===== config.mk =====
export PLATFORM = sky130hd
export DESIGN_NAME = bit_shift_reg
export DESIGN_NICKNAME = d
export VERILOG_FILES = /design/src/rtl/bit_shift_pkg.sv /design/src/rtl/bit_shift_head.sv /design/src/rtl/bit_shift_core.sv /design/src/rtl/bit_shift_reg.sv
export SDC_FILE = /design/constraint.sdc
export NUM_CORES = 1
export LEC_CHECK = 0
export ABC_AREA = 1
export BUFFER_PORTS_ARGS = -buffer_cell sky130_fd_sc_hd__clkbuf_2
export CAP_MARGIN = 20
export CORE_AREA = 2 2 39 41
export DETAILED_ROUTE_END_ITERATION = 12
export DIE_AREA = 0 0 41 43
export GPL_ROUTABILITY_DRIVEN = 1
export PLACE_DENSITY = 0.36
export SYNTH_ARGS = -nofsm -noshare
export SYNTH_HDL_FRONTEND = slang
export SYNTH_SLANG_ARGS = --single-unit

===== constraint.sdc =====
create_clock -name clk -period 0.94 [get_ports clk]
set_clock_uncertainty 0.05 [all_clocks]
set_input_delay 0.188 -clock clk [delete_from_list [all_inputs] [get_ports clk]]
set_output_delay 0.188 -clock clk [all_outputs]
set_load 0.05 [all_outputs]

===== src/rtl/bit_shift_pkg.sv =====
// Package: shared mode encoding for the load/shift register.
// Assumes: nothing; types only.
package bit_shift_pkg;
    typedef enum logic {
        MODE_LOAD  = 1'b0,
        MODE_SHIFT = 1'b1
    } op_mode_t;
endpackage


===== src/rtl/bit_shift_head.sv =====
// Module: first-stage entry logic. Computes the value that enters the
// first stage during a shift, from the serial pair or from the rotate path.
// Assumes: cur_head is the current first stage and cur_tail the last stage.
module bit_shift_head (
    input  logic j_in,
    input  logic kbar_in,
    input  logic rot_en,
    input  logic cur_head,
    input  logic cur_tail,
    output logic next_head
);
    logic jk_val;

    // Serial-pair behaviour: set, clear, toggle or hold the first stage.
    always_comb begin
        jk_val = (j_in & ~cur_head) | (kbar_in & cur_head);
    end

    // The rotate path takes over from the serial pair.
    always_comb begin
        next_head = rot_en ? cur_tail : jk_val;
    end
endmodule


===== src/rtl/bit_shift_core.sv =====
// Module: stage storage with per-stage load/shift selection.
// Assumes: bit WIDTH-1 is the first stage; clear is asynchronous, active low.
module bit_shift_core #(
    parameter int WIDTH = 4
) (
    input  logic                    clk,
    input  logic                    clr_n,
    input  bit_shift_pkg::op_mode_t mode,
    input  logic                    head_in,
    input  logic [WIDTH-1:0]        par_in,
    output logic [WIDTH-1:0]        q
);
    localparam int TOP = WIDTH - 1;

    logic [WIDTH-1:0] d;

    // Per-stage next-value selection; the first stage takes the head value.
    for (genvar i = 0; i < WIDTH; i++) begin : g_stage
        if (i == TOP) begin : g_first
            always_comb begin
                d[i] = (mode == bit_shift_pkg::MODE_LOAD) ? par_in[i] : head_in;
            end
        end else begin : g_rest
            always_comb begin
                d[i] = (mode == bit_shift_pkg::MODE_LOAD) ? par_in[i] : q[i+1];
            end
        end
    end

    // Stage flops: asynchronous clear first, then capture on the clock.
    always_ff @(posedge clk or negedge clr_n) begin
        if (!clr_n) begin
            q <= '0;
        end else begin
            q <= d;
        end
    end
endmodule


===== src/rtl/bit_shift_reg.sv =====
// Module: top of the load/shift/rotate register.
// Assumes: inputs are stable around rising edges; clr_n does not change
// on a clock edge.
module bit_shift_reg #(
    parameter int WIDTH = 4
) (
    input  logic             clk,
    input  logic             clr_n,
    input  logic             mode_shift,
    input  logic             j_in,
    input  logic             kbar_in,
    input  logic             rot_en,
    input  logic [WIDTH-1:0] par_in,
    output logic [WIDTH-1:0] par_out,
    output logic             ser_out
);
    localparam int TOP = WIDTH - 1;

    bit_shift_pkg::op_mode_t mode;
    logic                    head_val;
    logic [WIDTH-1:0]        q;

    // Map the mode pin onto the shared encoding.
    always_comb begin
        mode = mode_shift ? bit_shift_pkg::MODE_SHIFT : bit_shift_pkg::MODE_LOAD;
    end

    bit_shift_head u_head (
        .j_in      (j_in),
        .kbar_in   (kbar_in),
        .rot_en    (rot_en),
        .cur_head  (q[TOP]),
        .cur_tail  (q[0]),
        .next_head (head_val)
    );

    bit_shift_core #(.WIDTH(WIDTH)) u_core (
        .clk     (clk),
        .clr_n   (clr_n),
        .mode    (mode),
        .head_in (head_val),
        .par_in  (par_in),
        .q       (q)
    );

    // Drive the outputs from the stage flops.
    always_comb begin
        par_out = q;
        ser_out = q[0];
    end

    AST_CLEAR_EMPTY: assert property (@(posedge clk) !clr_n |-> par_out == '0);
    AST_LOAD_CAPTURE: assert property (@(posedge clk) disable iff (!clr_n)
        !mode_shift |=> par_out == $past(par_in));
    AST_SHIFT_MOVE: assert property (@(posedge clk) disable iff (!clr_n)
        mode_shift |=> par_out[TOP-1:0] == $past(par_out[TOP:1]));
    AST_JK_SET: assert property (@(posedge clk) disable iff (!clr_n)
        (mode_shift && !rot_en && j_in && kbar_in) |=> par_out[TOP]);
    AST_JK_CLEAR: assert property (@(posedge clk) disable iff (!clr_n)
        (mode_shift && !rot_en && !j_in && !kbar_in) |=> !par_out[TOP]);
    AST_JK_TOGGLE: assert property (@(posedge clk) disable iff (!clr_n)
        (mode_shift && !rot_en && j_in && !kbar_in) |=> par_out[TOP] != $past(par_out[TOP]));
    AST_JK_HOLD: assert property (@(posedge clk) disable iff (!clr_n)
        (mode_shift && !rot_en && !j_in && kbar_in) |=> $stable(par_out[TOP]));
    AST_ROT_WRAP: assert property (@(posedge clk) disable iff (!clr_n)
        (mode_shift && rot_en) |=> par_out[TOP] == $past(ser_out));
endmodule


==> impl_metrics.toml, run 1 <==
[synthesis]
synth_area_leaders = "dfrtp_1 52%, nand2_1 23%, buf_4 7.7%"
syn_inst = 25
synth_cell_types = 8
synth-compound-area-share_pct = 7.10
synth_seq_area_share_pct = 51.6
synth_top_family_by_area = "simple AND/OR/NAND/NOR gates"
syn_avg_cell_area_um2 = 7.76
synth_fa_ha_area_share_pct = 0
synth.area.mux_share_pct = 0
yosysTopAreaCell = "dfrtp_1"
syn_nets = 35
yosys.area_share.simple_pct = 25.8
yosys_warnings = 0
netlist_area_um2 = 194
ys_ff_latch = 4
synth_xor_area_share_pct = 0
synth_top_area_share_pct = 51.6

[cts]
cts_root_buf = "clkbuf_4"
clockBufferDepth = 2
clk_pin_slew_ns = 0.05
clk_latency_ns = 0.24
clkSinkCount = 4
cts_tree = "yes"
htree_levels = 1
cts_buffers = 3

[job]
cap_violations = 0

[finish]
layout.nets = 54
instances_no_fill = 59
diodes = 0
largest_reg_flops = 4
drive_above_1_share_pct = 48.8
reg_top3 = "u_core.q: 4 flops"
syn_to_final_growth_pct = 87.7
regMostFlops = "u_core.q"
multi_input_area_um2 = 63.8
final_area_um2 = 364
fin_util_pct = 26.3
seq_area_um2 = 101
n_fill_cell = 154

[floorplan]
start_util_pct = 14.0
die_area_um2 = 1760
core_um2 = 1380
fp.dieW_um = 41
num_rows = 14
io_pins = 15
die_h_um = 43

[pwr]
p_seq_share_pct = 32.6
powerDensity_nw_per_um2 = 1750
total_power_uw = 638
power_switching_uw = 203
p_comb_share_pct = 30.5
p_int_uw = 436
peakVddDrop_mv = 0.295
power.leakage_nw = 0.202
clock_power_share_pct = 36.9
swShare_pct = 31.8

[setup_path]
worstReg2RegEnd = "u_core.q[3]"
regToRegSetupSlack_ns = 0.11
timing.reg2reg.worst_path_depth = 5
crit_chain = "buf_8"
slowest_stage = "dfrtp_2"
path_class = "flip-flop to output pin"
path_buf_inv = 1
start_kind = "flip-flop"
crit_fanout = 3
worstSetupEndpointType = "output pin"
cp.arrival_ns = 0.82
r2r_start = "u_core.q[3]"
required_ns = 0.70
critPathTopFamily = "flip-flops"
cp_slowest_stage_delay_ns = 0.43

[placement]
dp_slack_ns = 0.0612
placed_cell_area_um2 = 270
place_hpwl_um = 352
portBuffers = 14
place_congestion = 0.646
dp.cells = 53

[grt]
grt_pass1_vias = 208
antenna_found_initial = 0
gr-total-overflow = 0
grt_util_all_layers_pct = 6.96
grt_pass1_wl_um = 717
grt_max_degree = 7

[sta]
finalSetupTns_ns = -0.507
drv_slew = 0
max_slew.worst_pin.slew_ns = 0.139
hold_ws_ns = 0.0981
fmax_ghz = 0.943
layout_setup_ws_ns = -0.121
final-hold-violation-count = 0
min_period_over_period_pct = 113
setup-violations-final = 5
period_minus_slack_ns = 1.06
rsz0062_at_grt = "true"
relSlewSlack_pct = 90.6

[status]
outcome = "finished, violations left"
violations = "setup timing"

[worst_hold_path]
hp-class = "primary input to flip-flop"
min_to = "u_core.q[1]"
min_path_cells = 3
hp-start = "par_in[1]"

[detailed_routing]
wl_per_cell_um = 7.41
drtIter0Drc = 3
highest_layer = "met4"
final_antenna_net_count = 0
avgViaCountPerCell = 3.73
met2WireLength_um = 276
totalWireLength_um = 437
vias = 220
met3WireLength_um = 20
drt-met1-wl_um = 121
route.detailed.drc = 0
firstDrtPassIters = 4
[metal layers]
metal  up-vias  GRT usage (%)
met2         8           10.3
met4         0           12.0
met3         2           1.57
met1       102           4.90
li1        108              -
met5         -              0
[how the worst max path moves through the flow]
stage                     slack [ns]        start         end  depth (start not counted)
after CTS                      -0.14  u_core.q[0]  par_out[0]                          1
after floorplan               -0.004  u_core.q[0]  par_out[0]                          1
after global placement          0.06  u_core.q[3]  par_out[3]                          1
final                          -0.12  u_core.q[0]  par_out[0]                          1
after global routing           -0.15  u_core.q[0]  par_out[0]                          1
after detailed placement        0.06  u_core.q[3]  par_out[3]                          1
[worst reg2reg max path, cell delays in order (launching register included)]
cell and delay [ns]:
dfrtp_1 0.39, inv_1 0.07, nand2_1 0.05, nand3_1 0.06, nand2_1 0.06, nand2_1 0.04
[area by class of cell]
cell class / instances / area share (%)
Tap cell: 16 / 5.50
Clock buffer: 4 / 7.22
Timing Repair Buffer: 16 / 37.8
Sequential cell: 4 / 27.8
Inverter: 4 / 4.12
Multi-Input combinational cell: 15 / 17.5
[synth_stat cells]
cell     number
dfrtp_1       4
o21ai_0       1
inv_1         3
a21oi_2       1
inv_2         1
buf_4         2
nand3_1       1
nand2_1      12
[cells by family after synthesis]
logic type | after synthesis
AND/OR/NAND/NOR | 13
buffers and inverters | 6
flip-flops | 4
AO/OA/AOI/OAI | 2
[power groups by stage]
stage	sequential, mW	combinational [mW]	clock, mW
CTS	0.204	0.182	0.249
global route	0.210	0.209	0.255
floorplan	0.245	0.0747	0
detailed placement	0.204	0.148	0
finish	0.208	0.195	0.236
global placement	0.202	0.150	0
[layout by cell type, fill, tap and decap left out]
cell | netlist | final
o21ai_0 | 1 | 1
a21oi_2 | 1 | 1
dfrtp_2 | 0 | 1
inv_2 | 1 | 1
clkbuf_2 | 0 | 9
clkbuf_1 | 0 | 1
buf_4 | 2 | 1
dlygate4sd3_1 | 0 | 1
nand2_1 | 12 | 12
buf_8 | 0 | 5
nand3_1 | 1 | 1
clkbuf_4 | 0 | 3
dfrtp_1 | 4 | 3
inv_1 | 3 | 3
[repair_timing]
action                                 4_1_cts  5_1_grt
endpoints found under the hold margin        4        0
hold buffers                                 1        0
setup endpoints to repair                    5        5
gates resized for setup                     10        5
setup buffers                                0        1
Note: power is estimated with default switching activity, not from simulation.
==> run 2: changes to the inputs <==
==> constraint.sdc (replaced) <==
create_clock -name clk -period 1 [get_ports clk]
set_clock_uncertainty 0.05 [all_clocks]
set_input_delay 0.2 -clock clk [delete_from_list [all_inputs] [get_ports clk]]
set_output_delay 0.2 -clock clk [all_outputs]
set_load 0.05 [all_outputs]
==> run 2 against run 1 <==
Compared with the run above: the run still ends with setup timing left; largest cell class unchanged; hold slack improved by 0.017 ns; critical path depth did not move; non-clock buffer count fell by 1; first-iteration DRC count fell by 33%; highest routed layer is now met3; setup slack improved by 0.048 ns; clock power fell by 6%; register-to-register slack improved by 0.06 ns; combinational power fell by 8%.
==> impl_metrics.toml, run 2 (synthesis gave the netlist of run 1 again) <==
[floorplan]
die_h_um = 43
fp.dieW_um = 41
io_pins = 15
core_um2 = 1380
start_util_pct = 14.0
die_area_um2 = 1760
num_rows = 14

[job]
cap_violations = 0

[finish]
final_cell_mix = "12 x nand2_1, 9 x clkbuf_2, 5 x buf_8"
diodes = 0
final_common_cell = "nand2_1"
largest_reg_flops = 4
drive_above_1_share_pct = 47.6
layout.nets = 53
regMostFlops = "u_core.q"
reg_top3 = "u_core.q: 4 flops"
syn_to_final_growth_pct = 83.9
fin_util_pct = 25.8
n_fill_cell = 163

[cts]
clkSinkCount = 4
cts_buffers = 3
htree_levels = 1
cts_setup_buffers = 0
clk_pin_slew_ns = 0.04
clockBufferDepth = 2
clk_latency_ns = 0.24
cts_tree = "yes"
cts_root_buf = "clkbuf_4"

[setup_path]
start_kind = "flip-flop"
worstSetupEndpointType = "output pin"
critPathTopFamily = "flip-flops"
cp.arrival_ns = 0.82
crit_chain = "buf_8"
crit_fanout = 3
path_class = "flip-flop to output pin"
required_ns = 0.75
path_buf_inv = 1
cp_slowest_stage_delay_ns = 0.43
slowest_stage = "dfrtp_2"

[pwr]
powerDensity_nw_per_um2 = 1680
power.leakage_nw = 0.197
peakVddDrop_mv = 0.524
total_power_uw = 598

[sta]
hold_ws_ns = 0.115
rsz0062_at_grt = "true"
relSlewSlack_pct = 88.1
fmax_ghz = 0.932
period_minus_slack_ns = 1.07
final-hold-violation-count = 0
drv_slew = 0
min_period_over_period_pct = 107
setup-violations-final = 5
max_slew.worst_pin.slew_ns = 0.176
layout_setup_ws_ns = -0.0733

[grt]
grt_max_degree = 7
grt_pass1_wl_um = 745
antenna_found_initial = 0
gr-total-overflow = 0
grt_util_all_layers_pct = 6.84
grt_pass1_vias = 209

[detailed_routing]
wl_per_cell_um = 8.43
drtIter0Drc = 2
avgViaCountPerCell = 3.71
final_antenna_net_count = 0
firstDrtPassIters = 2
totalWireLength_um = 489
route.detailed.drc = 0
vias = 215

[status]
outcome = "finished, violations left"
violations = "setup timing"

[placement]
place_congestion = 0.618
place_hpwl_um = 366
portBuffers = 14

[worst_hold_path]
hp-class = "primary input to flip-flop"
==> run 2: cell types whose count changed in the layout (fill, tap and decap cells not counted) <==
cell,change
buf_4,-1
==> run 2: worst paths after layout <==
kind / startpoint / endpoint / slack [ns] / depth (start not counted)
max: u_core.q[0] / ser_out / -0.07 / 1
max reg2reg: u_core.q[3] / u_core.q[3] / 0.17 / 5
min in group asynchronous: clr_n / u_core.q[1] / 0.25 / 2
min: par_in[0] / u_core.q[0] / 0.12 / 3
min reg2reg: u_core.q[1] / u_core.q[0] / 0.48 / 2
max in group asynchronous: clr_n / u_core.q[0] / 0.51 / 2
==> run 2: power breakdown <==
part	total [mW]	internal, mW	switching (mW)
Clock	0.223	0.150	0.0727
Combinational	0.180	0.0765	0.104
Sequential	0.195	0.179	0.0165
Total	0.598	0.405	0.193
==> run 2: layout make-up <==
cell class / count / area [um2] / area share (%)
repair buffers: 15 / 130 / 36.5
flip-flops and latches: 4 / 101 / 28.4
multi-input cells: 15 / 63.8 / 17.9
clock buffers: 4 / 26.3 / 7.37
well taps: 16 / 20.0 / 5.61
inverters: 4 / 15.0 / 4.21
==> run 2: timing repair <==
action	4_1_cts	5_1_grt
resized for setup	10	5
setup endpoints to repair	5	5
endpoints found under the hold margin	4	0
hold buffers	1	0
==> run 2: per-stage QoR <==
stage / setup TNS, ns / cell area (um2) / worst slack [ns] / cells
floorplan: 0 / 199 / 0.0353 / 25
CTS: -0.386 / 350 / -0.0982 / 58
global route: -0.406 / 357 / -0.0997 / 58
detailed placement: 0 / 270 / 0.121 / 53
finish: -0.267 / 357 / -0.0733 / 58
global placement: 0 / 270 / 0.128 / 53
==> run 2: layer usage <==
metal	GRT usage [%]	routed length, um
met5	0	0
met4	6.00	0
met3	3.66	58
met2	9.06	213
met1	7.44	218
==> run 3: changes to the inputs <==
--- a/config.mk
+++ b/config.mk
@@ -6,7 +6,7 @@
 export NUM_CORES = 1
 export LEC_CHECK = 0
 export ABC_AREA = 1
-export BUFFER_PORTS_ARGS = -buffer_cell sky130_fd_sc_hd__clkbuf_2
+export BUFFER_PORTS_ARGS = -buffer_cell sky130_fd_sc_hd__buf_4
 export CAP_MARGIN = 20
 export CORE_AREA = 2 2 39 41
 export DETAILED_ROUTE_END_ITERATION = 12
==> run 3 against run 2 <==
Compared with the run above: the run still ends with setup timing left; highest routed layer unchanged; via count grew 1.9%; count of clock-buffer cells in the layout stayed put; clock power is 2% higher.
==> impl_metrics.toml, run 3 (synthesis gave the netlist of run 1 again) <==
[placement]
portBuffers = 14
dp_slack_ns = 0.168
place_hpwl_um = 392
place_congestion = 0.648
placed_cell_area_um2 = 305

[setup_path]
path_class = "flip-flop to output pin"
slowest_stage = "dfrtp_2"
cp.arrival_ns = 0.81
worstSetupEndpointType = "output pin"
cp_slowest_stage_delay_ns = 0.42
path_buf_inv = 1
critPathTopFamily = "flip-flops"
start_kind = "flip-flop"
crit_fanout = 3
crit_chain = "buf_6"
required_ns = 0.75

[pwr]
total_power_uw = 600
p_int_uw = 406
swShare_pct = 32.3
power.leakage_nw = 0.201
power_switching_uw = 194
p_comb_share_pct = 30.3
powerDensity_nw_per_um2 = 1630
p_seq_share_pct = 31.8
peakVddDrop_mv = 0.500
clock_power_share_pct = 37.9

[sta]
hold_ws_ns = 0.108
rsz0062_at_grt = "true"
layout_setup_ws_ns = -0.0639
setup-violations-final = 5
max_slew.worst_pin.slew_ns = 0.165
min_period_over_period_pct = 106
period_minus_slack_ns = 1.06
finalSetupTns_ns = -0.216
final-hold-violation-count = 0
fmax_ghz = 0.940
relSlewSlack_pct = 88.9
drv_slew = 0

[floorplan]
io_pins = 15
fp.dieW_um = 41
num_rows = 14
start_util_pct = 14.0
core_um2 = 1380
die_h_um = 43
die_area_um2 = 1760

[cts]
cts_root_buf = "clkbuf_4"
htree_levels = 1
clk_pin_slew_ns = 0.04
clk_latency_ns = 0.24
cts_tree = "yes"
clockBufferDepth = 2
clkSinkCount = 4
cts_buffers = 3

[worst_hold_path]
hp-class = "primary input to flip-flop"

[finish]
layout.nets = 54
diodes = 0
syn_to_final_growth_pct = 89.7
regMostFlops = "u_core.q"
reg_top3 = "u_core.q: 4 flops"
final_area_um2 = 368
final_cell_mix = "12 x nand2_1, 10 x buf_4, 5 x buf_6"
drive_above_1_share_pct = 48.8
final_common_cell = "nand2_1"
largest_reg_flops = 4

[detailed_routing]
vias = 219
wl_per_cell_um = 8.47
final_antenna_net_count = 0
drtIter0Drc = 5
route.detailed.drc = 0
firstDrtPassIters = 3
avgViaCountPerCell = 3.71
totalWireLength_um = 500

[grt]
grt_pass1_vias = 214
grt_max_degree = 7
antenna_found_initial = 0
gr-total-overflow = 0
grt_util_all_layers_pct = 7.56
grt_pass1_wl_um = 828

[status]
outcome = "finished, violations left"
violations = "setup timing"

[job]
cap_violations = 0
[run 3: cell count changes in the layout (fill, tap and decap cells not counted)]
cell | before | now
buf_6 | 0 | 5
clkbuf_2 | 9 | 0
buf_4 | 0 | 10
buf_8 | 5 | 0
[run 3: final timing paths]
check / startpoint / end / slack [ns] / cells past startpoint
worst max-delay path: u_core.q[0] / par_out[0] / -0.06 / 1
worst min-delay path: par_in[1] / u_core.q[1] / 0.11 / 3
worst max register to register: u_core.q[3] / u_core.q[3] / 0.10 / 5
worst min register to register: u_core.q[2] / u_core.q[1] / 0.45 / 2
max in group asynchronous: clr_n / u_core.q[0] / 0.56 / 2
min in group asynchronous: clr_n / u_core.q[1] / 0.23 / 2
[run 3: layer usage]
metal | track usage (%) | vias to the layer above | wire (um)
met2 | 8.44 | 13 | 215
met4 | 6.00 | 0 | 0
met3 | 4.71 | 0 | 63
met1 | 9.77 | 97 | 222
li1 | - | 109 | -
met5 | 0 | - | 0
[run 3: layout make-up]
| type | instances | area, um2 |
|---|---|---|
| Multi-Input combinational cell | 15 | 63.8 |
| Fill cell | 157 | 1020 |
| Clock buffer | 4 | 26.3 |
| Timing Repair Buffer | 16 | 141 |
| Tap cell | 16 | 20.0 |
| Sequential cell | 4 | 101 |
| Inverter | 4 | 15.0 |
[run 3: power by group through the flow]
stage | sequential, mW | combinational, mW | clock, mW
floorplan | 0.230 | 0.0676 | 0
global placement | 0.190 | 0.161 | 0
detailed placement | 0.191 | 0.162 | 0
CTS | 0.191 | 0.184 | 0.241
global route | 0.193 | 0.195 | 0.256
finish | 0.191 | 0.182 | 0.227
[run 3: through the flow]
step / utilization [%] / cells
3_5_place_dp: 22.1 / 53
6_report: 26.6 / 59
5_1_grt: 26.6 / 59
3_3_place_gp: 22.1 / 53
4_1_cts: 26.6 / 59
2_1_floorplan: - / 25
[run 3: timing repair]
action                                  CTS  global route
endpoints found under the hold margin     4             0
hold buffers                              1             0
resized for setup                         5             0
setup buffers                             1             0
endpoints found under the setup margin    5             5
